<file path="src/rtl/mspi_pkg.sv">
package mspi_pkg;
  typedef enum logic [1:0] {
    PH_ADDR = 2'd0,
    PH_DATA = 2'd1,
    PH_SKIP = 2'd2
  } phase_e;

  localparam int SYNC_W   = 3;
  localparam int IDX_SCLK = 0;
  localparam int IDX_SEL  = 1;
  localparam int IDX_MOSI = 2;
endpackage

</file>
<file path="src/rtl/mspi_sync.sv">
module mspi_sync #(
  parameter int              WIDTH   = 3,
  parameter int              STAGES  = 2,
  parameter logic [WIDTH-1:0] RST_VAL = '0
) (
  input  logic             clk,
  input  logic             rst,
  input  logic [WIDTH-1:0] d,
  output logic [WIDTH-1:0] q
);
  logic [WIDTH-1:0] chain [STAGES];

  for (genvar s = 0; s < STAGES; s++) begin : g_stage
    always_ff @(posedge clk) begin
      if (rst) chain[s] <= RST_VAL;
      else if (s == 0) chain[s] <= d;
      else chain[s] <= chain[(s == 0) ? 0 : s-1];
    end
  end

  assign q = chain[STAGES-1];
endmodule

</file>
<file path="src/rtl/mspi_edge.sv">
module mspi_edge (
  input  logic clk,
  input  logic rst,
  input  logic lvl,
  output logic rise,
  output logic fall
);
  logic prev;

  always_ff @(posedge clk) begin
    if (rst) prev <= 1'b0;
    else     prev <= lvl;
  end

  assign rise = lvl & ~prev;
  assign fall = ~lvl & prev;
endmodule

</file>
<file path="src/rtl/mspi_engine.sv">
module mspi_engine
  import mspi_pkg::*;
#(
  parameter int WORD_W = 8
) (
  input  logic              clk,
  input  logic              rst,
  input  logic              sel_act,
  input  logic              sclk_rise,
  input  logic              sclk_fall,
  input  logic              mosi_s,
  input  logic [WORD_W-1:0] own_addr,
  input  logic [WORD_W-1:0] tx_data,
  output logic [WORD_W-1:0] rx_data,
  output logic              rx_valid,
  output logic              tx_take,
  output logic              matched,
  output logic              miso_bit
);
  localparam int CNT_W = $clog2(WORD_W);
  localparam logic [CNT_W-1:0] LAST_BIT = CNT_W'(WORD_W - 1);

  phase_e            phase;
  logic [CNT_W-1:0]  bit_cnt;
  logic [WORD_W-1:0] rx_sh;
  logic [WORD_W-1:0] tx_sh;
  logic              hold_shift;

  logic [WORD_W-1:0] rx_next;
  logic              word_done;

  assign rx_next   = {rx_sh[WORD_W-2:0], mosi_s};
  assign word_done = sclk_rise && (bit_cnt == LAST_BIT);

  always_ff @(posedge clk) begin
    if (rst || !sel_act) begin
      phase      <= PH_ADDR;
      bit_cnt    <= '0;
      rx_sh      <= '0;
      tx_sh      <= '1;
      rx_valid   <= 1'b0;
      tx_take    <= 1'b0;
      matched    <= 1'b0;
      hold_shift <= 1'b0;
    end else begin
      rx_valid <= 1'b0;
      tx_take  <= 1'b0;
      if (sclk_rise) begin
        rx_sh   <= rx_next;
        bit_cnt <= word_done ? '0 : bit_cnt + 1'b1;
      end
      unique case (phase)
        PH_ADDR: begin
          if (word_done) begin
            if (rx_next == own_addr) begin
              phase      <= PH_DATA;
              matched    <= 1'b1;
              tx_sh      <= tx_data;
              tx_take    <= 1'b1;
              hold_shift <= 1'b1;
            end else begin
              phase <= PH_SKIP;
            end
          end
        end
        PH_DATA: begin
          if (word_done) begin
            rx_valid   <= 1'b1;
            tx_sh      <= tx_data;
            tx_take    <= 1'b1;
            hold_shift <= 1'b1;
          end else if (sclk_fall) begin
            if (hold_shift) hold_shift <= 1'b0;
            else            tx_sh      <= {tx_sh[WORD_W-2:0], 1'b1};
          end
        end
        default: ;
      endcase
    end
  end

  always_ff @(posedge clk) begin
    if (rst) rx_data <= '0;
    else if (sel_act && phase == PH_DATA && word_done) rx_data <= rx_next;
  end

  assign miso_bit = matched ? tx_sh[WORD_W-1] : 1'b1;
endmodule

</file>
<file path="src/rtl/mspi_addr_target.sv">
module mspi_addr_target
  import mspi_pkg::*;
#(
  parameter int WORD_W      = 8,
  parameter int SYNC_STAGES = 2
) (
  input  logic              clk,
  input  logic              rst,
  input  logic [WORD_W-1:0] own_addr,
  input  logic              sclk_in,
  input  logic              sel_n_in,
  input  logic              mosi_in,
  output logic              miso_o,
  output logic              miso_oe,
  input  logic [WORD_W-1:0] tx_data,
  output logic              tx_take,
  output logic [WORD_W-1:0] rx_data,
  output logic              rx_valid,
  output logic              addressed
);
  localparam logic [SYNC_W-1:0] SYNC_RST = SYNC_W'(1) << IDX_SEL;

  logic [SYNC_W-1:0] raw_in;
  logic [SYNC_W-1:0] sync_q;
  logic              sclk_rise, sclk_fall;
  logic              matched;

  always_comb begin
    raw_in           = '0;
    raw_in[IDX_SCLK] = sclk_in;
    raw_in[IDX_SEL]  = sel_n_in;
    raw_in[IDX_MOSI] = mosi_in;
  end

  mspi_sync #(
    .WIDTH  (SYNC_W),
    .STAGES (SYNC_STAGES),
    .RST_VAL(SYNC_RST)
  ) u_sync (
    .clk(clk),
    .rst(rst),
    .d  (raw_in),
    .q  (sync_q)
  );

  mspi_edge u_sclk_edge (
    .clk (clk),
    .rst (rst),
    .lvl (sync_q[IDX_SCLK]),
    .rise(sclk_rise),
    .fall(sclk_fall)
  );

  mspi_engine #(.WORD_W(WORD_W)) u_engine (
    .clk      (clk),
    .rst      (rst),
    .sel_act  (~sync_q[IDX_SEL]),
    .sclk_rise(sclk_rise),
    .sclk_fall(sclk_fall),
    .mosi_s   (sync_q[IDX_MOSI]),
    .own_addr (own_addr),
    .tx_data  (tx_data),
    .rx_data  (rx_data),
    .rx_valid (rx_valid),
    .tx_take  (tx_take),
    .matched  (matched),
    .miso_bit (miso_o)
  );

  assign miso_oe   = matched;
  assign addressed = matched;
endmodule

</file>
<file path="config.mk">
export PLATFORM = sky130hd
export DESIGN_NAME = mspi_addr_target
export DESIGN_NICKNAME = d
export VERILOG_FILES = /design/src/rtl/mspi_pkg.sv /design/src/rtl/mspi_sync.sv /design/src/rtl/mspi_edge.sv /design/src/rtl/mspi_engine.sv /design/src/rtl/mspi_addr_target.sv
export SDC_FILE = /design/constraint.sdc
export NUM_CORES = 1
export LEC_CHECK = 0
export BUFFER_PORTS_ARGS = -buffer_cell sky130_fd_sc_hd__buf_4
export CELL_PAD_IN_SITES_DETAIL_PLACEMENT = 1
export CELL_PAD_IN_SITES_GLOBAL_PLACEMENT = 2
export CORE_MARGIN = 1
export CORE_UTILIZATION = 27
export DETAILED_ROUTE_END_ITERATION = 16
export PLACE_DENSITY_LB_ADDON = 0.2
export SETUP_SLACK_MARGIN = 0.4
export SLEW_MARGIN = 5
export SYNTH_ARGS = -nofsm -noshare
export SYNTH_HDL_FRONTEND = slang
export SYNTH_SLANG_ARGS = --single-unit
</file>
<file path="constraint.sdc">
create_clock -name clk -period 2.08 [get_ports clk]
set_input_delay 0.104 -clock clk [delete_from_list [all_inputs] [get_ports clk]]
set_output_delay 0.104 -clock clk [all_outputs]
set_load 0.03 [all_outputs]
</file>
==> results of run 1 <==
Yosys cell counts (all sizes together):
cell / number
a21o: 1
a21oi: 22
and3: 8
and4b: 1
buf: 5
clkbuf: 4
dfxtp: 39
ha: 2
inv: 1
mux2i: 15
nand2: 17
nand2b: 1
nand3b: 3
nor2: 15
nor2b: 6
nor3: 3
nor3b: 1
nor4: 4
o21a: 3
o21ai: 8
or2: 3
or2b: 1
or4b: 1
xor2: 8
sequential cells by signal (all words and copies together) (netlist names):
name and cells:
u_engine.bit_cnt 3, u_engine.hold_shift 1, u_engine.matched 1, u_engine.phase 2
u_engine.rx_data 8, u_engine.rx_sh 7, u_engine.rx_valid 1, u_engine.tx_sh 8
u_engine.tx_take 1, u_sclk_edge.prev 1, u_sync.chain 6
where the power goes:
group | switching (W) | total, W | internal, W
combinational | 0.0000360 | 0.0000799 | 0.0000439
sequential | 0.00000497 | 0.000755 | 0.000750
clock | 0.000268 | 0.000498 | 0.000230
through the flow:
stage | hold WS, ps | setup WS (ps) | cell area [um^2]
after detailed placement | 297 | 129 | 1970
after global routing | 25.4 | 345 | 2290
after floorplan | 176 | 388 | 1670
after global placement | 290 | 159 | 1970
after CTS | 14.9 | 395 | 2160
final | 22.5 | 402 | 2290
cells by family (layout without fill, tap and decap cells):
group | count (synthesis) | count (layout)
AND/OR/NAND/NOR | 64 | 65
flip-flops | 39 | 39
AO/OA/AOI/OAI | 34 | 35
multiplexers | 15 | 15
buffers and inverters | 10 | 56
XOR/XNOR | 8 | 8
adder cells (fa/ha/maj) | 2 | 2
layout make-up:
| type | count | area, um^2 | share of cell area |
|---|---|---|---|
| Clock inverter | 3 | 15.0 | 0.00654 |
| Tap cell | 75 | 93.8 | 0.0409 |
| Inverter | 1 | 3.75 | 0.00164 |
| Timing Repair Buffer | 47 | 363 | 0.158 |
| Sequential cell | 39 | 795 | 0.346 |
| Multi-Input combinational cell | 125 | 956 | 0.417 |
| Clock buffer | 5 | 68.8 | 0.0300 |
final timing paths:
kind | slack [ps] | to | start | cells after the start
worst min-delay path | 20 | u_sync.chain[0][2]$_SDFF_PP0_ | mosi_in | 2
worst max register to register | 400 | u_engine.rx_data[6]$_SDFFE_PP0P_ | u_engine.bit_cnt[0]$_SDFFE_PP0P_ | 6
worst max-delay path | 400 | u_engine.rx_data[6]$_SDFFE_PP0P_ | u_engine.bit_cnt[0]$_SDFFE_PP0P_ | 6
worst min register to register | 430 | u_sync.chain[1][1]$_SDFF_PP1_ | u_sync.chain[0][1]$_SDFF_PP1_ | 1
per-layer routing:
| layer | vias up | share of wire | GRT usage |
|---|---|---|---|
| li1 | 685 | - | - |
| met1 | 668 | 0.47 | 0.162 |
| met2 | 26 | 0.48 | 0.235 |
| met3 | 6 | 0.036 | 0.0343 |
| met4 | 0 | 0.013 | 0.0589 |
| met5 | - | 0 | 0 |
repair_timing:
item	in CTS	in global routing
gates resized for setup	7	20
buffers inserted	6	5
cloned	2	0
hold buffers	1	0
pin swaps	4	12
endpoints found under the setup margin	17	17
hold endpoints to repair	1	0
==> results.json, run 1 <==
{
  "die_area_um2": 6390,
  "die_height_um": 79.9,
  "setup.worst_path.end_class": "flop",
  "port_buffers": 33,
  "final_cell_mix": "buf_4, dfxtp_1, a21oi_1",
  "fmax_mhz": 596,
  "worstSkewPairLatency_ps": 290,
  "yosys_warnings": 0,
  "synth_top_area_cell": "dfxtp_1",
  "hold_violations": 0,
  "avgSynthCellArea_um2": 9.53,
  "slew_viol_final": 0,
  "vias": 1385,
  "synth_top_family_by_area": "simple AND/OR/NAND/NOR gates",
  "wl_um": 4230,
  "synth_area_um2": 1640,
  "grt_setup_unrepaired": "yes",
  "grt_first_pass_wirelength_um": 6530,
  "slew_headroom": 0.471,
  "hpwlAfterDp_um": 2800,
  "rows": 28,
  "synth_cell_type_count": 31,
  "cts-buffers-inserted": 5,
  "drc": 0,
  "start_kind": "flop",
  "cp_top_family": "simple AND/OR/NAND/NOR gates",
  "n_antenna_cell": 0,
  "cpMostUsedCell": "ha_4",
  "p_leak_nw": 1.03,
  "antenna_found_initial": 0,
  "final.fill_count": 683,
  "grt_max_degree": 19,
  "grt_util_all_layers": 0.138,
  "fin_util": 0.390,
  "start_util": 0.278,
  "synth-xor-area-share": 0.0427,
  "cts_tree": "built",
  "run_status": "complete, no violations",
  "path_cells": "ha_4 > ha_4 > nand3b_4 > or4b_4 > mux2i_1 > nor2_1",
  "ir_drop_v": 0.000219,
  "synth_cells": 172,
  "timing.final.crit_period_ps": 1680,
  "muxShareOfSynthArea": 0.0916,
  "ys_seq_elements": 39,
  "powerDensity_nw_per_um2": 581,
  "path_buf_inv": 0,
  "gp_congestion": 0.708,
  "final-setup-viol-count": 0,
  "power.total_w": 0.00133,
  "slowest_delay_ps": 580,
  "hold_class": "input pin to flop",
  "tightest_slew_ps": 791,
  "initialDrtViolationCount": 43,
  "syn2layout_area_growth_pct": 40.0,
  "dp_cells": 273,
  "synth_nets": 195,
  "critPathMaxFanout": 6,
  "viasPerCell": 4.69,
  "synth.top_cell.area_share": 0.476,
  "synth_compound_area_frac": 0.113,
  "cp.arrival_ps": 1860,
  "core_um2": 5890,
  "layout.nets": 242,
  "cts_htree_levels": 2,
  "cpMaxStageDelayCell": "or4b_4",
  "finalClockSkew_ps": 10.8,
  "required_ps": 2260,
  "grt_pass1_vias": 1379,
  "wl_per_cell_um": 14.3,
  "maxCapViolations": 0,
  "final_common_cell": "buf_4",
  "layout-drive-gt1-share": 0.414,
  "drt_pass1_iterations": 4,
  "synth-adder-area-share": 0.0153,
  "yosysSeqAreaShare": 0.476,
  "path_clk_slew_ps": 80,
  "ios": 34,
  "grt.overflow.total": 0,
  "clock_sink_count": 39,
  "ant_nets": 0,
  "period_share": 0.807,
  "setup_tns_ps": 0,
  "layout.cells.non_filler": 295,
  "synth_area_leaders": "dfxtp_1, mux2i_1, a21oi_1",
  "clock_path_buffers": 2,
  "path_class": "flop to flop",
  "synthSimpleGateAreaFrac": 0.225,
  "die_w_um": 79.9,
  "root_buffer": "clkbuf_8"
}
Power figures use the tool's default switching activity.
==> run 2, diff against run 1 <==
- ABC_AREA: default -> 1
- clock period: 2.08 -> 1.4 ns (I/O delays scaled with it)
==> results.json, run 2 <==
{
  "synth_top_family_by_area": "simple AND/OR/NAND/NOR gates",
  "yosysSeqAreaShare": 0.458,
  "ir_drop_v": 0.000430,
  "grt_first_pass_wirelength_um": 7310,
  "die_area_um2": 6630,
  "grt_setup_unrepaired": "yes",
  "ios": 34,
  "placed_area_um2": 2130,
  "core_um2": 5990,
  "syn2layout_area_growth_pct": 46.6,
  "antenna_found_initial": 0,
  "synth_edf_count": 0,
  "ys_seq_elements": 39,
  "path_class": "flop to flop",
  "whs_path_depth": 2,
  "n_antenna_cell": 0,
  "synth_top_area_cell": "dfxtp_1",
  "final_common_cell": "nand2_1",
  "cp_top_family": "simple AND/OR/NAND/NOR gates",
  "die_w_um": 81.4,
  "ant_nets": 0,
  "slowest_delay_ps": 350,
  "timing.final.crit_period_ps": 1390,
  "grt_util_all_layers": 0.149,
  "cp.arrival_ps": 1560,
  "hold_class": "input pin to flop",
  "clock_path_buffers": 2,
  "wl_per_cell_um": 12.7,
  "synth_area_leaders": "dfxtp_1, nand2_1, nor2_1",
  "final.fill_count": 727,
  "powerDensity_nw_per_um2": 954,
  "hold_violations": 0,
  "synth_nets": 241,
  "final-setup-viol-count": 0,
  "layout.nets": 293,
  "synth_compound_area_frac": 0.0992,
  "cp.depth": 9,
  "synth-xor-area-share": 0.0257,
  "multi_input_area_um2": 945,
  "fmax_mhz": 719,
  "die_height_um": 81.4,
  "root_buffer": "clkbuf_8",
  "cpMaxStageDelayCell": "dfxtp_2",
  "yosys_warnings": 0,
  "maxCapViolations": 0,
  "viasPerCell": 4.52,
  "drc": 0,
  "path_cells": "ha_4 > ha_4 > nand2_8 > nand2_8 > o21ai_4 > inv_4 > nand3_4 > nand2_1 > nand3_1",
  "tightest_slew_ps": 452,
  "final_cell_mix": "nand2_1, buf_4, dfxtp_1",
  "grt.overflow.total": 0,
  "rows": 28,
  "grt_pass1_vias": 1458,
  "path_clk_slew_ps": 80,
  "synth.top_cell.area_share": 0.458,
  "reg_top3": "u_engine.rx_data: 8 flops, u_engine.tx_sh: 8 flops, u_engine.rx_sh: 7 flops",
  "muxShareOfSynthArea": 0,
  "gp_congestion": 0.732,
  "cts_tree": "built",
  "avgSynthCellArea_um2": 7.81,
  "rr_worst_depth": 9,
  "synth_cells": 218,
  "start_kind": "flop",
  "synth.top_cells.by_count": "nand2_1, dfxtp_1, nor2_1, o21ai_0, inv_1",
  "worstSkewPairLatency_ps": 290,
  "post-route-cell-area_um2": 2500,
  "period_share": 0.994,
  "finalClockSkew_ps": 8.06,
  "cts-buffers-inserted": 5,
  "run_status": "complete, no violations",
  "layout-drive-gt1-share": 0.413,
  "drt_pass1_iterations": 4,
  "cts_htree_levels": 2,
  "layout.cells.non_filler": 346,
  "required_ps": 1570,
  "synth_cell_type_count": 32,
  "initialDrtViolationCount": 44,
  "synthSimpleGateAreaFrac": 0.322,
  "synthArstFlopShare": 0,
  "ys.flop_type": "dfxtp_1",
  "synth-adder-area-share": 0.0147,
  "port_buffers": 33,
  "hpwlAfterDp_um": 3090,
  "slew_headroom": 0.698,
  "start_util": 0.284,
  "yosysMostFrequentCell": "nand2_1",
  "vias": 1564,
  "slew_viol_final": 0,
  "path_buf_inv": 1,
  "wl_um": 4400,
  "synth_area_um2": 1700,
  "dp_cells": 327,
  "setup.worst_path.end_class": "flop",
  "critPathMaxFanout": 9,
  "clock_sink_count": 39,
  "seqCellArea_um2": 793,
  "grt_max_degree": 23,
  "p_leak_nw": 1.13
}
==> run 2: cell families after synthesis <==
family          count (synthesis)
simple gates                  114
xor+xnor                        5
fa+ha+maj                       2
buf+inv                        29
compound gates                 29
flops                          39
==> run 2: power by group <==
group	switching [W]	internal [W]	leakage (nW)
clock	0.000409	0.000713	0.0654
combinational	0.0000645	0.0000740	0.748
sequential	0.00000526	0.00112	0.319
==> run 2: timing repair <==
item	in CTS	in global routing
gates cloned	1	0
pin swaps	4	8
endpoints found under the hold margin	3	0
hold buffers	3	0
setup buffers	6	1
endpoints found under the setup margin	33	33
gates resized for setup	34	10
==> run 2: final cells by class <==
| type | instances | share of cell area |
|---|---|---|
| Multi-Input combinational cell | 150 | 0.378 |
| Clock inverter | 2 | 0.0241 |
| Sequential cell | 39 | 0.318 |
| Clock buffer | 6 | 0.0291 |
| Timing Repair Buffer | 52 | 0.170 |
| Tap cell | 75 | 0.0376 |
| Inverter | 21 | 0.0396 |
| Timing Repair inverter | 1 | 0.00351 |
==> run 2: final timing paths <==
kind | slack [ps] | end | from
setup reg to reg | 9 | u_engine.tx_sh[1]$_SDFFE_PP1P_ | u_engine.bit_cnt[1]$_SDFFE_PP0P_
setup / recovery | 9 | u_engine.tx_sh[1]$_SDFFE_PP1P_ | u_engine.bit_cnt[1]$_SDFFE_PP0P_
hold / removal | 10 | u_sync.chain[0][2]$_SDFF_PP0_ | rst
hold reg to reg | 410 | u_sync.chain[1][2]$_SDFF_PP0_ | u_sync.chain[0][2]$_SDFF_PP0_
==> run 2: per-layer routing <==
metal / track usage / share of wire
met1: 0.186 / 0.48
met3: 0.0333 / 0.036
met2: 0.241 / 0.47
met4: 0.0696 / 0.018
met5: 0 / 0
==> run 2: through the flow <==
stage | worst slack, ps | hold slack, ps | total power, W | TNS [ps] | util
final | 8.62 | 13.4 | 0.00238 | 0 | 0.417
after floorplan | 105 | 174 | 0.00121 | 0 | -
after global placement | -31.0 | 262 | 0.00127 | -48.6 | 0.356
after detailed placement | -61.5 | 263 | 0.00127 | -229 | 0.356
after CTS | -10.6 | 11.9 | 0.00243 | -15.6 | 0.410
after global routing | -94.9 | 14.4 | 0.00249 | -983 | 0.417
==> run 2: worst reg2reg max path, cell delays in order, from the launching register on <==
cell	delay, ps
dfxtp_2	350
ha_4	140
ha_4	150
nand2_8	80
nand2_8	100
o21ai_4	60
inv_4	100
nand3_4	130
nand2_1	90
nand3_1	70
==> run 3, diff against run 2 <==
- PLACE_DENSITY: default -> 0.75
- PLACE_DENSITY_LB_ADDON: 0.2 -> default
- SLEW_MARGIN: 5 -> 10
==> results.json, run 3 (synthesized netlist as in run 2, its figures left out) <==
{
  "cp.arrival_ps": 1550,
  "port_buffers": 33,
  "clock_sink_count": 39,
  "layout.nets": 300,
  "antenna_found_initial": 0,
  "cp.depth": 9,
  "root_buffer": "clkbuf_8",
  "wl_per_cell_um": 12.5,
  "n_antenna_cell": 0,
  "ios": 34,
  "hold_violations": 0,
  "layout-drive-gt1-share": 0.457,
  "die_height_um": 81.4,
  "dp_cells": 331,
  "hold_class": "input pin to flop",
  "setup.worst_path.end_class": "flop",
  "drt_pass1_iterations": 4,
  "cts_tree": "built",
  "dp_slack_ps": 2.53,
  "ir_drop_v": 0.000441,
  "cts-buffers-inserted": 5,
  "path_clk_slew_ps": 80,
  "slowest_delay_ps": 350,
  "required_ps": 1570,
  "hold_slack_ps": 43.3,
  "final_common_cell": "buf_4",
  "ant_nets": 0,
  "finalClockSkew_ps": 3.32,
  "crit_end": "u_engine.tx_sh[5]$_SDFFE_PP1P_",
  "final-setup-viol-count": 0,
  "clock_path_buffers": 2,
  "vias": 1621,
  "r2r_start": "u_engine.bit_cnt[1]$_SDFFE_PP0P_",
  "start_util": 0.284,
  "hpwlAfterDp_um": 2960,
  "timing.rr.end": "u_engine.tx_sh[5]$_SDFFE_PP1P_",
  "path_cells": "ha_4 > ha_4 > nand2_8 > nand2_8 > o21ai_4 > inv_4 > nand3_4 > nand2_1 > nand3_1",
  "fmax_mhz": 727,
  "timing.final.crit_period_ps": 1380,
  "rr_worst_depth": 9,
  "final.fill_count": 719,
  "core_um2": 5990,
  "final_cell_mix": "buf_4, nand2_1, dfxtp_1",
  "p_leak_nw": 1.14,
  "slew_viol_final": 0,
  "grt_first_pass_wirelength_um": 7150,
  "grt_setup_unrepaired": "yes",
  "critPathMaxFanout": 9,
  "worstSkewPairLatency_ps": 290,
  "grt.overflow.total": 0,
  "path_class": "flop to flop",
  "cts_htree_levels": 2,
  "path_buf_inv": 1,
  "grt_pass1_vias": 1539,
  "grt_max_degree": 15,
  "wl_um": 4410,
  "layout.cells.non_filler": 353,
  "gp_congestion": 0.719,
  "powerDensity_nw_per_um2": 798,
  "r2r_slack_ps": 20,
  "grt_util_all_layers": 0.146,
  "syn2layout_area_growth_pct": 48.7,
  "reg_top3": "u_engine.rx_data: 8 flops, u_engine.tx_sh: 8 flops, u_engine.rx_sh: 7 flops",
  "run_status": "complete, no violations",
  "tightest_slew_ps": 426,
  "start_kind": "flop",
  "die_area_um2": 6630,
  "worst_slack_ps": 24.6,
  "cpMaxStageDelayCell": "dfxtp_2",
  "period_share": 0.982,
  "die_w_um": 81.4,
  "cp-startpoint": "u_engine.bit_cnt[1]$_SDFFE_PP0P_",
  "rows": 28,
  "slew_headroom": 0.716,
  "initialDrtViolationCount": 37,
  "maxCapViolations": 0,
  "fin_util": 0.423,
  "min_from": "rst",
  "drc": 0,
  "cp_top_family": "simple AND/OR/NAND/NOR gates",
  "viasPerCell": 4.59
}
[run 3: cell count changes in the layout (fill, tap and decap cells not counted), sizes merged]
| cell | before | now |
|---|---|---|
| clkinv | 1 | 2 |
| bufinv | 2 | 0 |
| buf | 49 | 56 |
| clkbuf | 6 | 7 |
[run 3: final cells by class]
type / count / area (um^2) / share of cell area
clock buffer: 7 / 76.3 / 0.0301
timing repair inverter: 1 / 11.3 / 0.00445
inverter: 21 / 101 / 0.0400
multi-input combinational: 150 / 973 / 0.384
tap: 75 / 93.8 / 0.0371
clock inverter: 1 / 5.00 / 0.00198
timing repair buffer: 59 / 474 / 0.187
sequential: 39 / 797 / 0.315
[run 3: metrics by stage]
step,TNS (ps),total power [W],cell area (um^2)
floorplan,0,0.00121,1780
global placement,0,0.00128,2160
detailed placement,0,0.00128,2160
CTS,0,0.00203,2400
global route,-584,0.00213,2530
finish,0,0.00202,2530
[run 3: per-layer routing]
layer / up-vias / track usage / share of wire
li1: 816 / - / -
met1: 770 / 0.167 / 0.45
met2: 28 / 0.257 / 0.49
met3: 7 / 0.0400 / 0.041
met4: 0 / 0.0536 / 0.019
met5: - / 0 / 0
[run 3: what timing repair did]
action | in CTS | in global routing
pin swaps | 9 | 9
hold buffers | 3 | 0
gates cloned | 2 | 0
endpoints found under the setup margin | 32 | 33
buffers inserted | 3 | 6
resized for setup | 29 | 30
endpoints found under the hold margin | 3 | 0
[run 3: worst min-delay path by stage]
| stage | endpoint | cells past startpoint |
|---|---|---|
| floorplan | u_sync.chain[0][1]$_SDFF_PP1_ | 1 |
| global placement | u_sync.chain[0][1]$_SDFF_PP1_ | 2 |
| detailed placement | u_sync.chain[0][1]$_SDFF_PP1_ | 2 |
| CTS | u_sync.chain[1][2]$_SDFF_PP0_ | 2 |
| global route | u_engine.rx_valid$_SDFF_PP0_ | 2 |
| finish | u_engine.rx_valid$_SDFF_PP0_ | 2 |
[run 3: worst register-to-register path, stage by stage (launching register included)]
cell	delay, ps
dfxtp_2	350
ha_4	140
ha_4	150
nand2_8	80
nand2_8	100
o21ai_4	60
inv_4	100
nand3_4	130
nand2_1	80
nand3_1	60
[run 3: where the power goes]
group / internal [W] / switching, W
clock network: 0.000350 / 0.000392
logic: 0.0000837 / 0.0000717
registers: 0.00112 / 0.00000573
total: 0.00155 / 0.000470
